### src/rtl/cnv_serial_pkg.sv
package cnv_serial_pkg;

  typedef enum logic [2:0] {
    ST_CONV  = 3'd0,
    ST_SLEEP = 3'd1,
    ST_TEST  = 3'd2,
    ST_OUTX  = 3'd3,
    ST_OUTI  = 3'd4
  } seqState_t;

  // strobes from control to datapath
  typedef struct packed {
    logic loadFrame;
    logic shiftFrame;
    logic timerClr;
    logic timerInc;
    logic bitClr;
    logic bitInc;
  } dpCmd_t;

endpackage

### src/rtl/cnv_sync.sv
module cnv_sync #(
  parameter int STAGES = 2,
  parameter bit RESET_VAL = 1'b1
) (
  input  logic clk,
  input  logic rstN,
  input  logic asyncIn,
  output logic syncOut
);
  logic [STAGES-1:0] chain;

  for (genvar i = 0; i < STAGES; i++) begin : gStage
    if (i == 0) begin : gFirst
      always_ff @(posedge clk or negedge rstN)
        if (!rstN) chain[0] <= RESET_VAL;
        else       chain[0] <= asyncIn;
    end else begin : gRest
      always_ff @(posedge clk or negedge rstN)
        if (!rstN) chain[i] <= RESET_VAL;
        else       chain[i] <= chain[i-1];
    end
  end

  assign syncOut = chain[STAGES-1];
endmodule

### src/rtl/cnv_data.sv
module cnv_data
  import cnv_serial_pkg::*;
#(
  parameter int FRAME_BITS = 24,
  parameter int TIMER_W = 5,
  parameter int BIT_W = 5
) (
  input  logic                  clk,
  input  logic                  rstN,
  input  dpCmd_t                cmd,
  input  logic [FRAME_BITS-2:0] resultIn,
  output logic                  frameMsb,
  output logic [TIMER_W-1:0]    timerVal,
  output logic [BIT_W-1:0]      bitVal
);
  logic [FRAME_BITS-1:0] frameQ;

  // static shift register: end-of-conversion flag (0) on top of the result
  always_ff @(posedge clk or negedge rstN) begin
    if (!rstN)               frameQ <= '0;
    else if (cmd.loadFrame)  frameQ <= {1'b0, resultIn};
    else if (cmd.shiftFrame) frameQ <= {frameQ[FRAME_BITS-2:0], 1'b1};
  end

  always_ff @(posedge clk or negedge rstN) begin
    if (!rstN)             timerVal <= '0;
    else if (cmd.timerClr) timerVal <= '0;
    else if (cmd.timerInc) timerVal <= timerVal + 1'b1;
  end

  always_ff @(posedge clk or negedge rstN) begin
    if (!rstN)           bitVal <= '0;
    else if (cmd.bitClr) bitVal <= '0;
    else if (cmd.bitInc) bitVal <= bitVal + 1'b1;
  end

  assign frameMsb = frameQ[FRAME_BITS-1];
endmodule

### src/rtl/cnv_ctrl.sv
module cnv_ctrl
  import cnv_serial_pkg::*;
#(
  parameter int FRAME_BITS = 24,
  parameter int CONV_TICKS = 16,
  parameter int TEST_DELAY = 8,
  parameter int HALF_PERIOD = 3,
  parameter int TIMER_W = 5,
  parameter int BIT_W = 5
) (
  input  logic               clk,
  input  logic               rstN,
  input  logic               csS,
  input  logic               sckS,
  input  logic               convTick,
  input  logic [TIMER_W-1:0] timerVal,
  input  logic [BIT_W-1:0]   bitVal,
  output dpCmd_t             cmd,
  output seqState_t          state,
  output logic               sckOut,
  output logic               sckOutEn
);
  localparam logic [TIMER_W-1:0] CONV_LAST = TIMER_W'(CONV_TICKS - 1);
  localparam logic [TIMER_W-1:0] TEST_LAST = TIMER_W'(TEST_DELAY - 1);
  localparam logic [TIMER_W-1:0] HALF_LAST = TIMER_W'(HALF_PERIOD - 1);
  localparam logic [BIT_W-1:0]   BIT_LAST  = BIT_W'(FRAME_BITS - 1);

  seqState_t stateD;
  logic csPrev, sckPrev, pullFlag, intModeQ;
  logic sckOutD, sckOutEnD;
  logic csFall, csRise, extRise, extFall;
  logic sckLevel, modeSample, modeEff;

  assign csFall     = csPrev & ~csS;
  assign csRise     = ~csPrev & csS;
  assign extRise    = sckS & ~sckPrev;
  assign extFall    = ~sckS & sckPrev;
  assign sckLevel   = sckOutEn ? sckOut : sckS;
  assign modeSample = sckLevel & pullFlag;
  assign modeEff    = csFall ? modeSample : intModeQ;

  always_comb begin
    stateD    = state;
    sckOutD   = sckOut;
    sckOutEnD = sckOutEn;
    cmd       = '0;
    unique case (state)
      ST_CONV: begin
        if (convTick) begin
          if (timerVal == CONV_LAST) begin
            cmd.loadFrame = 1'b1;
            cmd.timerClr  = 1'b1;
            stateD        = ST_SLEEP;
          end else begin
            cmd.timerInc = 1'b1;
          end
        end
      end
      ST_SLEEP: begin
        if (!csS) begin
          if (modeEff) begin
            stateD       = ST_TEST;
            sckOutEnD    = 1'b1;
            sckOutD      = 1'b0;
            cmd.timerClr = 1'b1;
          end else if (extRise) begin
            stateD     = ST_OUTX;
            cmd.bitClr = 1'b1;
          end
        end
      end
      ST_TEST: begin
        if (csS) begin
          stateD    = ST_SLEEP;
          sckOutEnD = 1'b0;
        end else if (timerVal == TEST_LAST) begin
          stateD       = ST_OUTI;
          sckOutD      = 1'b1;
          cmd.timerClr = 1'b1;
          cmd.bitClr   = 1'b1;
        end else begin
          cmd.timerInc = 1'b1;
        end
      end
      ST_OUTX: begin
        if (csS) begin
          stateD       = ST_CONV;
          cmd.timerClr = 1'b1;
        end else if (extFall) begin
          if (bitVal == BIT_LAST) begin
            stateD       = ST_CONV;
            cmd.timerClr = 1'b1;
          end else begin
            cmd.shiftFrame = 1'b1;
            cmd.bitInc     = 1'b1;
          end
        end
      end
      ST_OUTI: begin
        if (csS) begin
          stateD       = ST_CONV;
          sckOutEnD    = 1'b0;
          cmd.timerClr = 1'b1;
        end else if (timerVal == HALF_LAST) begin
          cmd.timerClr = 1'b1;
          if (sckOut) begin
            if (bitVal == BIT_LAST) begin
              stateD    = ST_CONV;
              sckOutEnD = 1'b0;
            end else begin
              sckOutD        = 1'b0;
              cmd.shiftFrame = 1'b1;
            end
          end else begin
            sckOutD    = 1'b1;
            cmd.bitInc = 1'b1;
          end
        end else begin
          cmd.timerInc = 1'b1;
        end
      end
      default: stateD = ST_CONV;
    endcase
  end

  always_ff @(posedge clk or negedge rstN) begin
    if (!rstN) begin
      state    <= ST_CONV;
      csPrev   <= 1'b1;
      sckPrev  <= 1'b1;
      pullFlag <= 1'b1;
      intModeQ <= 1'b1;
      sckOut   <= 1'b1;
      sckOutEn <= 1'b0;
    end else begin
      state    <= stateD;
      csPrev   <= csS;
      sckPrev  <= sckS;
      pullFlag <= sckLevel;
      sckOut   <= sckOutD;
      sckOutEn <= sckOutEnD;
      if (csFall) intModeQ <= modeSample;
    end
  end

  logic unusedRise;
  assign unusedRise = csRise;
endmodule

### src/rtl/cnv_serial_seq.sv
module cnv_serial_seq
  import cnv_serial_pkg::*;
#(
  parameter int FRAME_BITS = 24,
  parameter int CONV_TICKS = 16,
  parameter int TEST_DELAY = 8,
  parameter int HALF_PERIOD = 3,
  parameter int SYNC_STAGES = 2
) (
  input  logic                  clk,
  input  logic                  rstN,
  input  logic                  csN,
  input  logic                  sckIn,
  input  logic                  convTick,
  input  logic [FRAME_BITS-2:0] resultIn,
  output logic                  sdo,
  output logic                  sdoEn,
  output logic                  sckOut,
  output logic                  sckOutEn
);
  localparam int MAX_CNT = (CONV_TICKS > TEST_DELAY)
                         ? ((CONV_TICKS > HALF_PERIOD) ? CONV_TICKS : HALF_PERIOD)
                         : ((TEST_DELAY > HALF_PERIOD) ? TEST_DELAY : HALF_PERIOD);
  localparam int TIMER_W = $clog2(MAX_CNT + 1);
  localparam int BIT_W   = $clog2(FRAME_BITS);

  logic csHighW, sckSyncW, frameMsbW;
  logic [TIMER_W-1:0] timerW;
  logic [BIT_W-1:0]   bitW;
  dpCmd_t    cmdW;
  seqState_t stateW;

  cnv_sync #(.STAGES(SYNC_STAGES), .RESET_VAL(1'b1)) uCsSync (
    .clk(clk), .rstN(rstN), .asyncIn(csN), .syncOut(csHighW));

  cnv_sync #(.STAGES(SYNC_STAGES), .RESET_VAL(1'b1)) uSckSync (
    .clk(clk), .rstN(rstN), .asyncIn(sckIn), .syncOut(sckSyncW));

  cnv_ctrl #(
    .FRAME_BITS(FRAME_BITS), .CONV_TICKS(CONV_TICKS), .TEST_DELAY(TEST_DELAY),
    .HALF_PERIOD(HALF_PERIOD), .TIMER_W(TIMER_W), .BIT_W(BIT_W)
  ) uCtrl (
    .clk(clk), .rstN(rstN), .csS(csHighW), .sckS(sckSyncW), .convTick(convTick),
    .timerVal(timerW), .bitVal(bitW), .cmd(cmdW), .state(stateW),
    .sckOut(sckOut), .sckOutEn(sckOutEn));

  cnv_data #(.FRAME_BITS(FRAME_BITS), .TIMER_W(TIMER_W), .BIT_W(BIT_W)) uData (
    .clk(clk), .rstN(rstN), .cmd(cmdW), .resultIn(resultIn),
    .frameMsb(frameMsbW), .timerVal(timerW), .bitVal(bitW));

  assign sdoEn = ~csHighW;

  always_comb begin
    unique case (stateW)
      ST_CONV:          sdo = 1'b1;
      ST_OUTX, ST_OUTI: sdo = frameMsbW;
      default:          sdo = 1'b0;
    endcase
  end
endmodule

### config.mk
export PLATFORM = sky130hd
export DESIGN_NAME = cnv_serial_seq
export DESIGN_NICKNAME = d
export VERILOG_FILES = /design/src/rtl/cnv_serial_pkg.sv /design/src/rtl/cnv_sync.sv /design/src/rtl/cnv_data.sv /design/src/rtl/cnv_ctrl.sv /design/src/rtl/cnv_serial_seq.sv
export SDC_FILE = /design/constraint.sdc
export NUM_CORES = 1
export LEC_CHECK = 0
export CAP_MARGIN = 20
export CORE_MARGIN = 3
export CORE_UTILIZATION = 50
export CTS_CLUSTER_SIZE = 20
export DETAILED_ROUTE_END_ITERATION = 7
export PLACE_DENSITY = 0.72
export SYNTH_ARGS = -nofsm -noshare
export SYNTH_HDL_FRONTEND = slang
export SYNTH_SLANG_ARGS = --single-unit
export TNS_END_PERCENT = 10
### constraint.sdc
create_clock -name clk -period 3.5 [get_ports clk]
set_clock_uncertainty 0.15 [all_clocks]
set_input_delay 0.875 -clock clk [delete_from_list [all_inputs] [get_ports clk]]
set_output_delay 0.875 -clock clk [all_outputs]
set_load 0.02 [all_outputs]
After elaboration in Yosys (flattened, before gate mapping)
Index checks and enable logic that the tools add are counted.
{"block": "word_totals", "register_bits": 47, "input_bits": 28, "output_inout_bits": 4, "word_cells": 128}
{"block": "op_classes", "n_addsub": 2, "n_eq_ne": 23, "muxes": 73, "bitwise": 7, "reduce_logical": 9}
{"cell": "$mux 24", "n": 2}
{"cell": "$mux 3", "n": 14}
{"cell": "$mux 1", "n": 41}
{"cell": "$mux 5", "n": 4}
{"cell": "$ne 3x2->1 const B", "n": 5}
{"cell": "$pmux 3 s5", "n": 1}
{"cell": "$reduce_and 7->1", "n": 2}
{"cell": "$add 5x1->5 const B", "n": 2}
{"cell": "$ne 2x2->1 const B", "n": 5}
{"cell": "$pmux 1 s3", "n": 3}
{"cell": "$ne 2x1->1 const B", "n": 4}
{"cell": "$pmux 1 s2", "n": 4}
{"cell": "$reduce_and 8->1", "n": 1}
{"cell": "$eq 3x2->1 const B", "n": 2}
{"cell": "$mux 2", "n": 3}
{"cell": "$reduce_bool 2->1", "n": 3}
{"cell": "$eq 5x2->1 const B", "n": 1}
{"cell": "$eq 5x3->1 const B", "n": 1}
{"cell": "$eq 5x4->1 const B", "n": 1}
{"cell": "$eq 5x5->1 const B", "n": 1}
{"cell": "$pmux 1 s5", "n": 1}
{"cell": "$and 1x1->1", "n": 4}
{"cell": "$eq 3x1->1 const B", "n": 1}
{"cell": "$eq 3x3->1 const B", "n": 1}
{"cell": "other kinds (5)", "n": 7}

Logic depth before layout (Yosys ltp)
{"block": "logic_depth", "depth_word": 8, "ltp_mapped": 8, "depth_no_buf": 7}

By module
From an unflattened synthesis, not the netlist that was laid out.
{"block": "hier_totals", "cells_unflattened": 240, "area_unflattened_um2": 2533.7}
{"mod": "cnv_data", "n_inst": 1, "cells_each": 147, "area_per_inst_um2": 1652.8, "seq_area_each_um2": 850.8}
{"mod": "cnv_ctrl", "n_inst": 1, "cells_each": 84, "area_per_inst_um2": 744.5, "seq_area_each_um2": 231.5}
{"mod": "cnv_sync", "n_inst": 2, "cells_each": 2, "area_per_inst_um2": 52.6, "seq_area_each_um2": 52.6}
{"mod": "cnv_serial_seq", "n_inst": 1, "cells_each": 5, "area_per_inst_um2": 31.3, "seq_area_each_um2": 0.0}

Worst setup path before layout
No wires, ideal clock.
{"block": "synth_timing", "path_kind": "register to output", "start": "reg uCtrl.state[0]", "end": "out sdo", "arrival_time_ns": 1.299, "required_ns": 2.475, "setup_slack_ns": 1.176, "stages_incl_launch_ff": 4, "n_path_buf": 2, "cell_sequence": "dfrtp_1 buf_2 clkbuf_1 o31ai_1"}
{"block": "synth_via", "elab_chain_len": 3, "word_cells_on_any_way": 5, "cone_classes": "eq/ne: 2; mux: 1; reduce/logical: 2"}
{"item": "start, declared", "line": "cnv_ctrl.sv:19", "rtl": "output seqState_t state,"}
{"item": "start signal, assigned", "line": "cnv_ctrl.sv:136", "rtl": "state <= stateD;"}
{"item": "$eq 3x2->1 / $eq 3x3->1 (equally long branches)", "line": "cnv_serial_seq.sv:54", "rtl": "unique case (stateW)"}
{"item": "$reduce_or 2->1", "line": "cnv_serial_seq.sv:54"}
{"item": "$pmux 1 s2 (*)", "line": "cnv_serial_seq.sv:54"}
{"item": "end, declared", "line": "cnv_serial_seq.sv:16", "rtl": "output logic sdo,"}
Every way passes the cells marked *; elsewhere a longest branch is shown, timed or not.

Worst setup path after layout
{"block": "layout_timing", "start": "reg uCtrl.state[2]", "end": "out sdo"}
Same word-level chain as after synthesis.

==> impl_metrics.toml <==
[route]
first_pass_iters = 4
dr.max_layer_used = "met4"
avgRoutedWirePerCell_um = 15.1
drc = 0
vias = 2277
antenna_left = 0
wl_um = 5890
met2WireLength_um = 2710
vias_per_cell = 5.85
routed-wl-met3_um = 216
m1WireLength_um = 2930
drt_iter0_markers = 155

[global_route]
grt_antenna_before_repair = 0
overflow = 0
grt_pass1_vias = 2092
grt_max_degree = 48
grt_pass1_wl_um = 10000
grt_usage_pct = 19.8

[yosys]
avgSynthCellArea_um2 = 9.52
ys_ff_latch = 47
syn_area_mm2 = 0.00277
netlist_instances = 291
synth_warnings = 0
synth-xor-area-share_pct = 0.316
ys_top_cells_by_area = "dfrtp_1 34%, o211ai_2 8.6%, dfstp_2 8.5%"
synth_top_family_by_area = "simple AND/OR/NAND/NOR gates"
synth_top_area_share_pct = 34.3
synth_area_leader_cell = "dfrtp_1"
yosysUniqueCellTypes = 54
async_reset_ff_share_pct = 100
synth_compound_area_share_pct = 21.3
synth_nets = 323
synth-simple-area-share_pct = 28.1
synth_edf_count = 0
yosysSeqAreaShare_pct = 42.8
synthAdderAreaFrac_pct = 1.81
synthMuxAreaShare_pct = 0.767
ys.flop_type = "dfrtp_1"

[power]
p_per_area_mw_per_mm2 = 607
power.total_uw = 1970
power.leakage_uw = 0.00128
vdd_drop_max_uv = 322

[timing]
fin_crit_sh_pct = 89.6
drv_slew = 0
fin_crit_ns = 3.14
max_freq_mhz = 319
worstMarginPinSlew_ns = 0.563
setup_slack_ns = 0.365
slew_headroom_pct = 62.4
rsz0062_at_grt = "no"
hold_viol_final = 0
fin_tns_setup_ns = 0
finalSetupViolCount = 0

[setup_path]
critPathArrivalTime_ns = 2.11
r2r_end = "uData.frameQ[3]"
start_kind = "flip-flop"
worstReg2RegStart = "uData.bitVal[0]"
critPathLaunch = "uCtrl.state[2]"
criticalPathCategory = "reg2out"
critPathCaptureType = "output pin"
reg2reg_depth = 6
cp-endpoint = "sdo"
required_ns = 2.47
r2r_setup_slack_ns = 1.13
critical_path_peak_fanout = 17

[die]
die_x_um = 80.5
rows = 26
core_mm2 = 0.00524
die_area_mm2 = 0.00647
die_h_um = 80.5
start_util_pct = 52.9
ios = 32

[finish]
syn2layout_area_growth_pct = 17.1
drive_above_1_share_pct = 17.6
layout_common_cells = "51 x nand2_1, 38 x nand3_1, 38 x dfrtp_1, 30 x clkdlybuf4s50_1, 19 x o211ai_2"
antenna_cells = 0
nNetsFinal = 350
final_common_cell = "nand2_1"

[clocking]
clock_latency_ns = 0.30
htree_levels = 2
cts_made_buffers = 5
postCtsSetupRepairBufs = 0
post_cts_resize_count = 0
clock-root-buffer = "clkbuf_8"
clockBufferDepth = 2
clock-sinks = 47
ctsHoldBuffers = 0
cts_tree = "built"
clkSlewWorstSetupHoldPaths_ns = 0.09

[placement]
dp_hpwl_um = 4010
place_ws_ns = 0.682
gp_congestion = 0.847
io_buffers = 31

[run_status]
outcome = "finished clean"

[min_path]
hold_class = "reg2reg"

[flow_run]
max_cap_viol_count = 0
-- layer usage --
metal | up-vias | track usage, %
li1 | 1125 | -
met1 | 1105 | 28.4
met2 | 45 | 30.4
met3 | 2 | 3.48
met4 | 0 | 6.08
met5 | - | 0
-- Yosys cell counts (2+ instances only) --
| cell type | number |
|---|---|
| clkbuf_1 | 15 |
| o21ai_1 | 5 |
| a21oi_1 | 11 |
| nand2b_1 | 4 |
| o2bb2ai_1 | 2 |
| inv_1 | 9 |
| buf_2 | 3 |
| nor2_1 | 5 |
| and3b_1 | 3 |
| nand4_1 | 4 |
| a211oi_1 | 4 |
| or3_1 | 2 |
| nand3_1 | 38 |
| nor4b_2 | 5 |
| nand3b_1 | 2 |
| nor2b_1 | 2 |
| o211ai_1 | 5 |
| and4b_1 | 2 |
| a22o_1 | 4 |
| nand2_1 | 51 |
| ha_1 | 4 |
| and2_1 | 3 |
| buf_6 | 2 |
| dfrtp_1 | 38 |
| o21ai_0 | 6 |
| a21o_1 | 3 |
| o211ai_2 | 19 |
| dfstp_2 | 9 |
| a211o_1 | 3 |
| and3_1 | 2 |
| nor3b_1 | 3 |
-- state kept, by name, summed over array words and instances (netlist names), 3 cells and up --
name	cells
uData.frameQ	24
uData.bitVal	5
uData.timerVal	5
uCtrl.state	3
-- power by group --
group          switching, uW  leakage, uW  internal [uW]
Clock                    180    0.0000422            141
Sequential               141     0.000532            746
Combinational            377     0.000701            384
Total                    697      0.00128           1270
-- final cells by class --
| type | instances | area [um2] |
|---|---|---|
| Fill cell | 460 | 1990 |
| Timing Repair Buffer | 41 | 405 |
| Sequential cell | 47 | 1190 |
| Tap cell | 70 | 87.6 |
| Clock inverter | 1 | 5.00 |
| Inverter | 9 | 33.8 |
| Multi-Input combinational cell | 214 | 1450 |
| Clock buffer | 7 | 76.3 |
-- worst max-delay path, cell delays in order (launching register included) --
cell,delay (ns)
dfrtp_1,0.56
and3b_1,0.45
nand2_1,0.09
o31ai_1,0.08
clkdlybuf4s50_1,0.64
-- cell families (layout without fill, tap and decap cells) --
logic type               Yosys count  in the layout
adder cells (fa/ha/maj)            4              4
flip-flops                        47             47
buffers and inverters             30             58
XOR/XNOR                           1              1
AND/OR/NAND/NOR                  137            137
multiplexers                       2              2
AO/OA/AOI/OAI                     70             70
-- worst min-delay path by stage --
| stage | startpoint | to | slack, ns | cells after the start |
|---|---|---|---|---|
| after floorplan | uCsSync.chain[0] | uCsSync.syncOut | 0.20 | 0 |
| after global routing | uCsSync.chain[0] | uCsSync.syncOut | 0.21 | 0 |
| after detailed placement | uSckSync.chain[0] | uSckSync.syncOut | 0.20 | 0 |
| after global placement | uCsSync.chain[0] | uCsSync.syncOut | 0.20 | 0 |
| final | uSckSync.chain[0] | uSckSync.syncOut | 0.21 | 0 |
| after CTS | uSckSync.chain[0] | uSckSync.syncOut | 0.21 | 0 |
-- metrics by stage --
| stage | instance area [um2] | cells | hold WS (ns) | util (%) |
|---|---|---|---|---|
| finish | 3240 | 389 | 0.211 | 61.9 |
| global route | 3240 | 389 | 0.209 | 61.9 |
| CTS | 3220 | 388 | 0.211 | 61.6 |
| detailed placement | 3140 | 380 | 0.199 | 60.0 |
| global placement | 3140 | 380 | 0.198 | 60.0 |
| floorplan | 2770 | 291 | 0.195 | - |
Power figures use the tool's default switching activity.
